### src/rtl/ssr_pkg.sv
`timescale 1ns/1ps
package ssr_pkg;
  typedef enum logic [1:0] {
    RATIO_X128 = 2'd0,
    RATIO_X256 = 2'd1,
    RATIO_X384 = 2'd2,
    RATIO_ALT  = 2'd3
  } ratio_e;

  // sample clocks per half bit period for a 64-slot frame
  function automatic logic [1:0] half_len(input logic [1:0] code);
    case (ratio_e'(code))
      RATIO_X256: half_len = 2'd2;
      RATIO_X384: half_len = 2'd3;
      default:    half_len = 2'd1;
    endcase
  endfunction
endpackage

### src/rtl/ssr_bitclk_gen.sv
`timescale 1ns/1ps
module ssr_bitclk_gen
  import ssr_pkg::*;
(
  input  logic       clk,
  input  logic       rst_n,
  input  logic       en,
  input  logic [1:0] ratio,
  output logic       bclk,
  output logic       tick
);
  logic [1:0] cnt;
  logic [1:0] last;

  assign last = half_len(ratio) - 2'd1;

  always_ff @(posedge clk or negedge rst_n) begin
    if (!rst_n) begin
      cnt  <= '0;
      bclk <= 1'b0;
    end else if (!en) begin
      cnt  <= '0;
      bclk <= 1'b0;
    end else if (cnt == last) begin
      cnt  <= '0;
      bclk <= ~bclk;
    end else begin
      cnt <= cnt + 2'd1;
    end
  end

  // the state advances on the edge that raises bclk
  assign tick = en && (cnt == last) && !bclk;
endmodule

### src/rtl/ssr_slave_front.sv
`timescale 1ns/1ps
module ssr_slave_front #(
  parameter int STAGES = 2
) (
  input  logic clk,
  input  logic rst_n,
  input  logic bclk_in,
  input  logic sync_in,
  output logic tick,
  output logic frame_go
);
  logic [STAGES-1:0] bsh;
  logic [STAGES-1:0] ssh;
  logic              b_last;
  logic              s_last;

  always_ff @(posedge clk or negedge rst_n) begin
    if (!rst_n) begin
      bsh    <= '0;
      ssh    <= '0;
      b_last <= 1'b0;
      s_last <= 1'b0;
    end else begin
      bsh    <= {bsh[STAGES-2:0], bclk_in};
      ssh    <= {ssh[STAGES-2:0], sync_in};
      b_last <= bsh[STAGES-1];
      if (tick) s_last <= ssh[STAGES-1];
    end
  end

  assign tick     = bsh[STAGES-1] & ~b_last;
  assign frame_go = tick & ssh[STAGES-1] & ~s_last;
endmodule

### src/rtl/ssr_framer.sv
`timescale 1ns/1ps
module ssr_framer #(
  parameter int WORD_W = 16,
  parameter int SLOT_W = 6
) (
  input  logic              clk,
  input  logic              rst_n,
  input  logic              tick,
  input  logic              frame_go,
  input  logic              in_valid,
  output logic              in_ready,
  input  logic [WORD_W-1:0] in_left,
  input  logic [WORD_W-1:0] in_right,
  output logic [SLOT_W-1:0] slot,
  output logic [WORD_W-1:0] cur_l,
  output logic [WORD_W-1:0] cur_r,
  output logic              underrun
);
  logic              pend_v;
  logic [WORD_W-1:0] pend_l;
  logic [WORD_W-1:0] pend_r;
  logic              accept;
  logic              load;

  assign in_ready = !pend_v;
  assign accept   = in_valid && in_ready;
  assign load     = tick && frame_go;

  always_ff @(posedge clk or negedge rst_n) begin
    if (!rst_n) begin
      slot     <= '1;
      pend_v   <= 1'b0;
      pend_l   <= '0;
      pend_r   <= '0;
      cur_l    <= '0;
      cur_r    <= '0;
      underrun <= 1'b0;
    end else begin
      if (tick) slot <= frame_go ? '0 : slot + SLOT_W'(1);
      if (load) begin
        underrun <= !pend_v;
        if (pend_v) begin
          cur_l <= pend_l;
          cur_r <= pend_r;
        end
      end
      if (load && pend_v) begin
        pend_v <= 1'b0;
      end else if (accept) begin
        pend_v <= 1'b1;
        pend_l <= in_left;
        pend_r <= in_right;
      end
    end
  end
endmodule

### src/rtl/ssr_bit_pick.sv
`timescale 1ns/1ps
module ssr_bit_pick #(
  parameter int WORD_W = 16,
  parameter int SLOT_W = 6
) (
  input  logic [SLOT_W-1:0] slot,
  input  logic              rjust,
  input  logic [WORD_W-1:0] cur_l,
  input  logic [WORD_W-1:0] cur_r,
  output logic              bit_o
);
  localparam int POS_W = SLOT_W - 1;
  localparam int HALF  = 1 << POS_W;
  localparam int IDX_W = $clog2(WORD_W);

  logic [POS_W-1:0]  pos;
  logic [WORD_W-1:0] word;
  int                off;

  always_comb begin
    pos  = slot[POS_W-1:0];
    word = slot[SLOT_W-1] ? cur_r : cur_l;
    off  = rjust ? int'(pos) - (HALF - WORD_W) : int'(pos);
    if (off >= 0 && off < WORD_W) bit_o = word[IDX_W'(WORD_W - 1 - off)];
    else                          bit_o = 1'b0;
  end
endmodule

### src/rtl/pcm_pair_serializer.sv
`timescale 1ns/1ps
module pcm_pair_serializer
  import ssr_pkg::*;
#(
  parameter int WORD_W      = 16,
  parameter int HALF_SLOTS  = 32,
  parameter int SYNC_STAGES = 2
) (
  input  logic              clk,
  input  logic              rst_n,
  input  logic              cfg_slave,
  input  logic              cfg_rjust,
  input  logic              cfg_sync_pulse,
  input  logic              cfg_out_en,
  input  logic [1:0]        cfg_ratio,
  input  logic              in_valid,
  output logic              in_ready,
  input  logic [WORD_W-1:0] in_left,
  input  logic [WORD_W-1:0] in_right,
  input  logic              bclk_in,
  input  logic              sync_in,
  output logic              bclk_out,
  output logic              sync_out,
  output logic              sdo,
  output logic              sdo_oe,
  output logic              underrun
);
  localparam int SLOT_W = $clog2(2 * HALF_SLOTS);

  logic              m_tick, m_bclk;
  logic              s_tick, s_frame;
  logic              tick, frame_go;
  logic [SLOT_W-1:0] slot;
  logic [WORD_W-1:0] cur_l, cur_r;

  ssr_bitclk_gen u_gen (
    .clk(clk), .rst_n(rst_n), .en(!cfg_slave), .ratio(cfg_ratio),
    .bclk(m_bclk), .tick(m_tick)
  );

  ssr_slave_front #(.STAGES(SYNC_STAGES)) u_front (
    .clk(clk), .rst_n(rst_n), .bclk_in(bclk_in), .sync_in(sync_in),
    .tick(s_tick), .frame_go(s_frame)
  );

  assign tick     = cfg_slave ? s_tick : m_tick;
  assign frame_go = cfg_slave ? s_frame : (&slot);

  ssr_framer #(.WORD_W(WORD_W), .SLOT_W(SLOT_W)) u_framer (
    .clk(clk), .rst_n(rst_n), .tick(tick), .frame_go(frame_go),
    .in_valid(in_valid), .in_ready(in_ready),
    .in_left(in_left), .in_right(in_right),
    .slot(slot), .cur_l(cur_l), .cur_r(cur_r), .underrun(underrun)
  );

  ssr_bit_pick #(.WORD_W(WORD_W), .SLOT_W(SLOT_W)) u_pick (
    .slot(slot), .rjust(cfg_rjust), .cur_l(cur_l), .cur_r(cur_r), .bit_o(sdo)
  );

  assign bclk_out = m_bclk;
  assign sync_out = !cfg_slave &&
                    (cfg_sync_pulse ? (slot == '0) : !slot[SLOT_W-1]);
  assign sdo_oe   = cfg_out_en;
endmodule

### config.mk
export PLATFORM = sky130hd
export DESIGN_NAME = pcm_pair_serializer
export DESIGN_NICKNAME = d
export VERILOG_FILES = /design/src/rtl/ssr_pkg.sv /design/src/rtl/ssr_bitclk_gen.sv /design/src/rtl/ssr_slave_front.sv /design/src/rtl/ssr_framer.sv /design/src/rtl/ssr_bit_pick.sv /design/src/rtl/pcm_pair_serializer.sv
export SDC_FILE = /design/constraint.sdc
export NUM_CORES = 1
export LEC_CHECK = 0
export ABC_AREA = 1
export ABC_CLOCK_PERIOD_IN_PS = 1900
export CAP_MARGIN = 25
export CORE_MARGIN = 2
export CORE_UTILIZATION = 55
export DETAILED_ROUTE_END_ITERATION = 6
export PLACE_DENSITY = 0.8
export SLEW_MARGIN = 5
export SYNTH_ARGS = -nofsm -noshare
export SYNTH_HDL_FRONTEND = slang
export SYNTH_SLANG_ARGS = --single-unit
### constraint.sdc
create_clock -name clk -period 1.9 [get_ports clk]
set_input_delay 0.285 -clock clk [delete_from_list [all_inputs] [get_ports clk]]
set_output_delay 0.285 -clock clk [all_outputs]
set_load 0.02 [all_outputs]
==> key figures, run 1 <==
CTS
  • Root buf cell: clkbuf_8
  • Worst-path clk slew: 0.08 ns
  • Num Clock Sinks: 81
  • Clk_lat worst skew: around 0.36 ns
  • CTS tree: built
  • H-tree levels: 3
  • Total CTS buffers: 9
  • Worst-case clock buffer depth: 2

Logic synthesis
  • Syn. warnings: 0
  • FF+latch count, synth: ~80
  • Post-synth top cells: nand2_1 (120), dfrtp_1 (75), nand4_1 (33), mux2_2 (32), nand3_1 (26)
  • Most frequent cell after synthesis: nand2_1
  • Synth Area per Inst: a little under 10 sq um
  • Syn Nets: between 400 and 500
  • Synth top area share: 0.5083
  • Gate Count Post-Synth: about 380
  • Post-Synthesis Cell Area: about 3700 sq um
  • Synth top area cells: dfrtp_1 (51%), nand2_1 (12%), mux2_2 (9.8%), nand4_1 (5.6%), dfstp_2 (4.3%)
  • Post-synth top area cell: dfrtp_1
  • Unique cell type count in the Yosys netlist: 26
  • Ys async rst share: 1.000
  • Top_reg_cell synth: dfrtp_1
  • Register area share after synthesis: 0.5510
  • Number of synthesized flops with an enable pin: 0

Placed design
  • Post-DP HPWL: around 5.4 mm
  • RePlAce Congestion: 0.9071
  • PortBufs: 46

Final layout
  • # fillers: 454
  • Final #Nets: just under 500
  • N_diodes: 0
  • Area delta synth->final: 26.67%
  • Layout cells sized above 1: 0.2354

Critical path
  • Required @ worst endpoint: ~1.6 ns
  • Slowest cell on the critical path: dfstp_2
  • Crit-path cells: clkinvlp_4, nand2_1, nand3_1, nand3_1, nand3_2, a21oi_2, nor2_2, buf_6
  • CP Capture Type: output port
  • CP peak stage delay: approximately 0.63 ns
  • Worst R2R Path Depth: 8
  • Cell mode on critical path: nand3_1
  • End of the worst register-to-register path: u_framer.underrun
  • Worst endpoint data arrival time: a little under 2 ns
  • FF-to-FF Start: u_framer.slot[0]
  • CP Launch Type: flip-flop
  • Worst reg-to-reg setup slack: around 0.1 ns
  • Critical path class: flip-flop to output port
  • Crit-path max FO: 8

Hold path
  • Worst Hold Launch: bclk_in
  • Hold Path Depth: 1
  • Hold endpoint: u_front.bsh[0]
  • Worst Hold Class: input port to flip-flop

Routing
  • ANT nets after route: 0
  • Routed WL per cell: 15.11 um
  • First-pass iteration count of the detailed router: 5
  • Via Count: ~2900
  • Initial DRC Count: around 210
  • Final wirelength: 7.903 mm
  • Remaining DRCs: 0
  • Vias/cell: between 5 and 6

GRT
  • Largest net degree at the start of global routing: 41
  • Vias in the first global route: 2873
  • Remaining global-route overflow: 0
  • GRT Total Usage: 0.2339
  • First-pass GRT wire length: about 13 mm
  • Initial antenna violation count: 0

Power
  • Power density cells: between 1000 and 1500 nW/um^2
  • Tot Pwr: 5.665 mW
  • Leakage: approximately 2.2 nW
  • Worst IR Drop VDD: ~740 uV

Die
  • # rows: 29
  • Die area: 7385 sq um
  • Die Y: 85.94 um
  • I/O pin count: 49
  • CORE AREA: between 6000 and 7000 sq um
  • Die Width: around 86 um
  • Starting density of the core: 0.5749

Flow run
  • Max Cap Violations: 0

STA
  • Unrepaired setup endpoints after global routing: yes
  • Worst hold slack: 0.3584 ns
  • Clock Skew: roughly 0.0093 ns
  • Max Fclk: around 450 MHz
  • PnR worst setup slack: -0.3177 ns
  • Final Hold Viols: 0
  • Slew @ Worst Pin: a little over 0.5 ns
  • Final worst-path cycle share: 1.167
  • Tmin final: 2.218 ns
  • Setup TNS: -0.3177 ns
  • Max-slew headroom: 0.6639
  • Count of pins over their slew limit: 0
  • Setup violators final: 1

Run status
  • Failing checks: negative setup slack
  • Outcome: finished with violations
placed cells by master, fill, tap and decap left out, drive strengths merged, types with 11 or more instances in the layout:
cell type,n
dfrtp,75
mux2,32
clkbuf,11
o21ai,11
clkdlybuf4s50,43
inv,18
buf,27
nand4,33
nand2,121
nor2,17
nand3,29
report_power, final:
part | leakage, nW | total, mW | switching, mW | internal (mW)
registers | 1.03 | 2.56 | 0.329 | 2.23
logic | 1.10 | 1.77 | 0.883 | 0.887
clock network | 0.106 | 1.33 | 0.647 | 0.686
total | 2.23 | 5.66 | 1.86 | 3.81
metal layers:
metal  up-vias  GRT usage  share of wire
li1       1387          -              -
met1      1385     0.3135           0.44
met2       100     0.3770           0.49
met3        15    0.05294          0.050
met4         0    0.08081          0.017
met5         -          0              0
worst max-delay path by stage:
stage / slack, ns / startpoint / to
finish: -0.32 / u_framer.slot[5] / sdo
global route: -0.40 / u_framer.slot[5] / sdo
detailed placement: -0.29 / u_framer.slot[5] / sdo
floorplan: 0.09 / u_framer.slot[0] / sync_out
CTS: -0.30 / u_framer.slot[5] / sdo
global placement: -0.27 / u_framer.slot[0] / sdo
through the flow:
stage / util / worst slack (ns) / cell area (sq um) / instances
global placement: 0.6758 / -0.2687 / 4340 / 502
detailed placement: 0.6758 / -0.2872 / 4340 / 502
floorplan: - / 0.08512 / 3692 / 382
CTS: 0.7200 / -0.2970 / 4624 / 522
global route: 0.7282 / -0.3959 / 4677 / 523
finish: 0.7282 / -0.3177 / 4677 / 523
state kept, by name (all words and copies together), names as in the netlist:
name and cells:
u_gen.cnt 2, u_front.bsh 2, u_front.s_last 1, u_framer.cur_r 16, u_framer.slot 6, u_gen.bclk 1
u_framer.pend_l 16, u_framer.cur_l 16, u_framer.underrun 1, u_framer.pend_v 1, u_front.b_last 1, u_front.ssh 2
u_framer.pend_r 16
what timing repair did:
action | in CTS | in global routing
hold buffers | 1 | 0
setup buffers | 2 | 1
resized for setup | 20 | 12
cloned | 1 | 0
endpoints found under the hold margin | 38 | 0
pin swaps | 6 | 7
setup endpoints to repair | 2 | 41
worst max-delay path: cells and delay by family, from the launching register on:
family	cells	cell delay, ns
AOI/OAI and AO/OA	1	0.13
buffers and inverters	2	0.34
and+or+nand+nor	5	0.47
DFF	1	0.63
layout make-up:
class	instances	area, sq um	area share
Sequential cell	81	2034	0.4350
Multi-Input combinational cell	259	1503	0.3213
Timing Repair Buffer	71	749.5	0.1602
Clock buffer	11	151.4	0.03237
Tap cell	77	96.34	0.02060
Inverter	18	75.07	0.01605
Clock inverter	5	60.06	0.01284
Timing Repair inverter	1	7.507	0.001605
logic make-up (layout without fill, tap and decap cells):
family,after synthesis,after routing,synth area share
adder cells (fa/ha/maj),2,2,0.006776
buffers and inverters,42,106,0.05591
multiplexers,32,32,0.09760
XOR/XNOR,5,5,0.01186
AO/OA/AOI/OAI,17,17,0.02745
AND/OR/NAND/NOR,203,203,0.2494
flip-flops,81,81,0.5510
No activity file was read; power rests on OpenSTA's default activity.
==> run 2, diff against run 1 <==
CTS_BUF_LIST = sky130_fd_sc_hd__clkbuf_8 sky130_fd_sc_hd__clkbuf_16   (was not set)
==> results of run 2 <==
No change in the layout: final DEF, timing and power equal those of run 1.
==> run 3, diff against run 2 <==
CORE_UTILIZATION = 50   (was 55)
PLACE_DENSITY = 0.74   (was 0.8)
==> key figures, run 3 (synthesis results as in run 1) <==
Run status
  • Outcome: finished with violations
  • Failing checks: negative setup slack

Hold path
  • Worst Hold Class: flip-flop to flip-flop
  • Worst Hold Launch: u_front.ssh[0]

GRT
  • First-pass GRT wire length: around 14 mm
  • Vias in the first global route: roughly 3000
  • Remaining global-route overflow: 0
  • GRT Total Usage: 0.2192
  • Initial antenna violation count: 0
  • Largest net degree at the start of global routing: between 50 and 60

CTS
  • CTS tree: built
  • H-tree levels: 3
  • Root buf cell: clkbuf_8
  • Num Clock Sinks: 81
  • Worst-path clk slew: 0.08 ns
  • Total CTS buffers: 9
  • Worst-case clock buffer depth: 2
  • Clk_lat worst skew: roughly 0.35 ns

Final layout
  • Footprint of the multi-input gates: roughly 1600 sq um
  • Final core occ: 0.6672
  • N_diodes: 0
  • Flip-flop and latch area: slightly above 2000 sq um
  • Final #Nets: between 400 and 500
  • Most common cell after layout, fill and taps aside: nand2_1
  • Non-Filler Instances: around 550
  • Layout cells sized above 1: 0.2713
  • # fillers: 566
  • Area delta synth->final: 30.36%
  • Commonest cells after routing, fill and taps aside: nand2_1 (106), dfrtp_1 (75), clkdlybuf4s50_1 (43)

Routing
  • Routed WL per cell: between 15 and 20 um
  • ANT nets after route: 0
  • First-pass iteration count of the detailed router: 6
  • Final wirelength: 8.775 mm
  • Vias/cell: about 5.5
  • Via Count: between 2000 and 3000
  • Initial DRC Count: between 300 and 400
  • Remaining DRCs: 0

Die
  • CORE AREA: between 7000 and 8000 sq um
  • Die Width: approximately 90 um
  • # rows: 31
  • Die area: slightly above 8000 sq um
  • I/O pin count: 49
  • Die Y: ~90 um
  • Starting density of the core: 0.5118

Power
  • Internal power: roughly 3.9 mW
  • Leakage: ~2.2 nW
  • Worst IR Drop VDD: around 740 uV
  • Net load switching power: slightly below 2 mW
  • Sw frac: 0.3367
  • Comb pwr share: 0.310
  • Power density cells: between 1000 and 1500 nW/um^2
  • Clock share of power: 0.243
  • Tot Pwr: 5.862 mW
  • Sequential share of power: 0.447

Critical path
  • Required @ worst endpoint: 1.62 ns
  • Worst endpoint data arrival time: 2.05 ns
  • Critical path class: flip-flop to output port
  • Worst setup startpoint: u_framer.slot[5]
  • CP Capture Type: output port
  • Worst reg-to-reg setup slack: approximately 0.03 ns
  • FF-to-FF Start: u_framer.slot[0]
  • Crit-path max FO: 8
  • CP Launch Type: flip-flop

STA
  • Count of pins over their slew limit: 0
  • Clock Skew: between 0.008 and 0.009 ns
  • Tmin final: about 2.3 ns
  • Max Fclk: 428.0 MHz
  • Worst hold slack: ~0.36 ns
  • Final Hold Viols: 0
  • Unrepaired setup endpoints after global routing: yes
  • Slew @ Worst Pin: 0.4186 ns
  • PnR worst setup slack: -0.4364 ns
  • Final worst-path cycle share: 1.230
  • Max-slew headroom: 0.7209
  • Setup violators final: 2

Placed design
  • RePlAce Congestion: a little over 0.9
  • Post-DP HPWL: 5.206 mm
  • PortBufs: 46
  • Placed instance count: 518

Flow run
  • Max Cap Violations: 0
## run 3: worst paths after layout
check,to,cells after the start
worst max register to register,u_framer.cur_l[8],9
max in group asynchronous,u_framer.cur_l[3],3
worst min register to register,u_front.ssh[1],0
worst max-delay path,sdo,10
worst min-delay path,u_front.ssh[1],0
min in group asynchronous,u_gen.bclk,2
## run 3: repair_timing
action	CTS	global route
setup buffers	5	1
endpoints found under the hold margin	23	0
hold buffers	1	0
endpoints found under the setup margin	35	42
pin swaps	10	14
gates resized for setup	22	34
gates cloned	4	1
## run 3: critical path, stage by stage, from the launching register on
cell,delay [ns]
dfstp_2,0.64
clkinvlp_4,0.24
nand2_1,0.10
nand3_1,0.10
nand3_1,0.13
nand2_1,0.07
nor2_1,0.11
nand2_1,0.06
nand2_1,0.07
nor2_2,0.05
buf_6,0.13
## run 3: final cells by class
cell class              instances  area share
clock buffers                  11     0.03145
multi-input cells             261      0.3330
repair inverters                2    0.003119
repair buffers                 68      0.1523
well taps                      99     0.02573
clock inverters                 5     0.01612
inverters                      18     0.01560
flip-flops and latches         81      0.4227
## run 3: routing by layer
layer  routed length (um)  part of all wire  vias up  global-route usage
li1                     -                 -     1393                   -
met1                 3719              0.42     1435              0.2861
met2                 4222              0.48      132              0.3396
met3                  530             0.060       38             0.05448
met4                  302             0.034        0              0.1179
met5                    0                 0        -                   0
## run 3: power groups by stage
stage / sequential, mW / combinational [mW] / clock (mW)
6_report: 2.62 / 1.82 / 1.43
5_1_grt: 2.67 / 1.98 / 1.52
4_1_cts: 2.58 / 1.60 / 1.44
3_5_place_dp: 2.58 / 1.49 / 0
3_3_place_gp: 2.55 / 1.44 / 0
2_1_floorplan: 2.46 / 1.03 / 0
## run 3: through the flow
stage,setup WS (ns),instance area (sq um),TNS [ns]
6_report,-0.4364,4813,-0.5026
5_1_grt,-0.4667,4813,-0.8638
4_1_cts,-0.2768,4671,-0.8336
3_5_place_dp,-0.2883,4310,-4.037
3_3_place_gp,-0.2364,4310,-2.941
2_1_floorplan,0.08512,3692,0
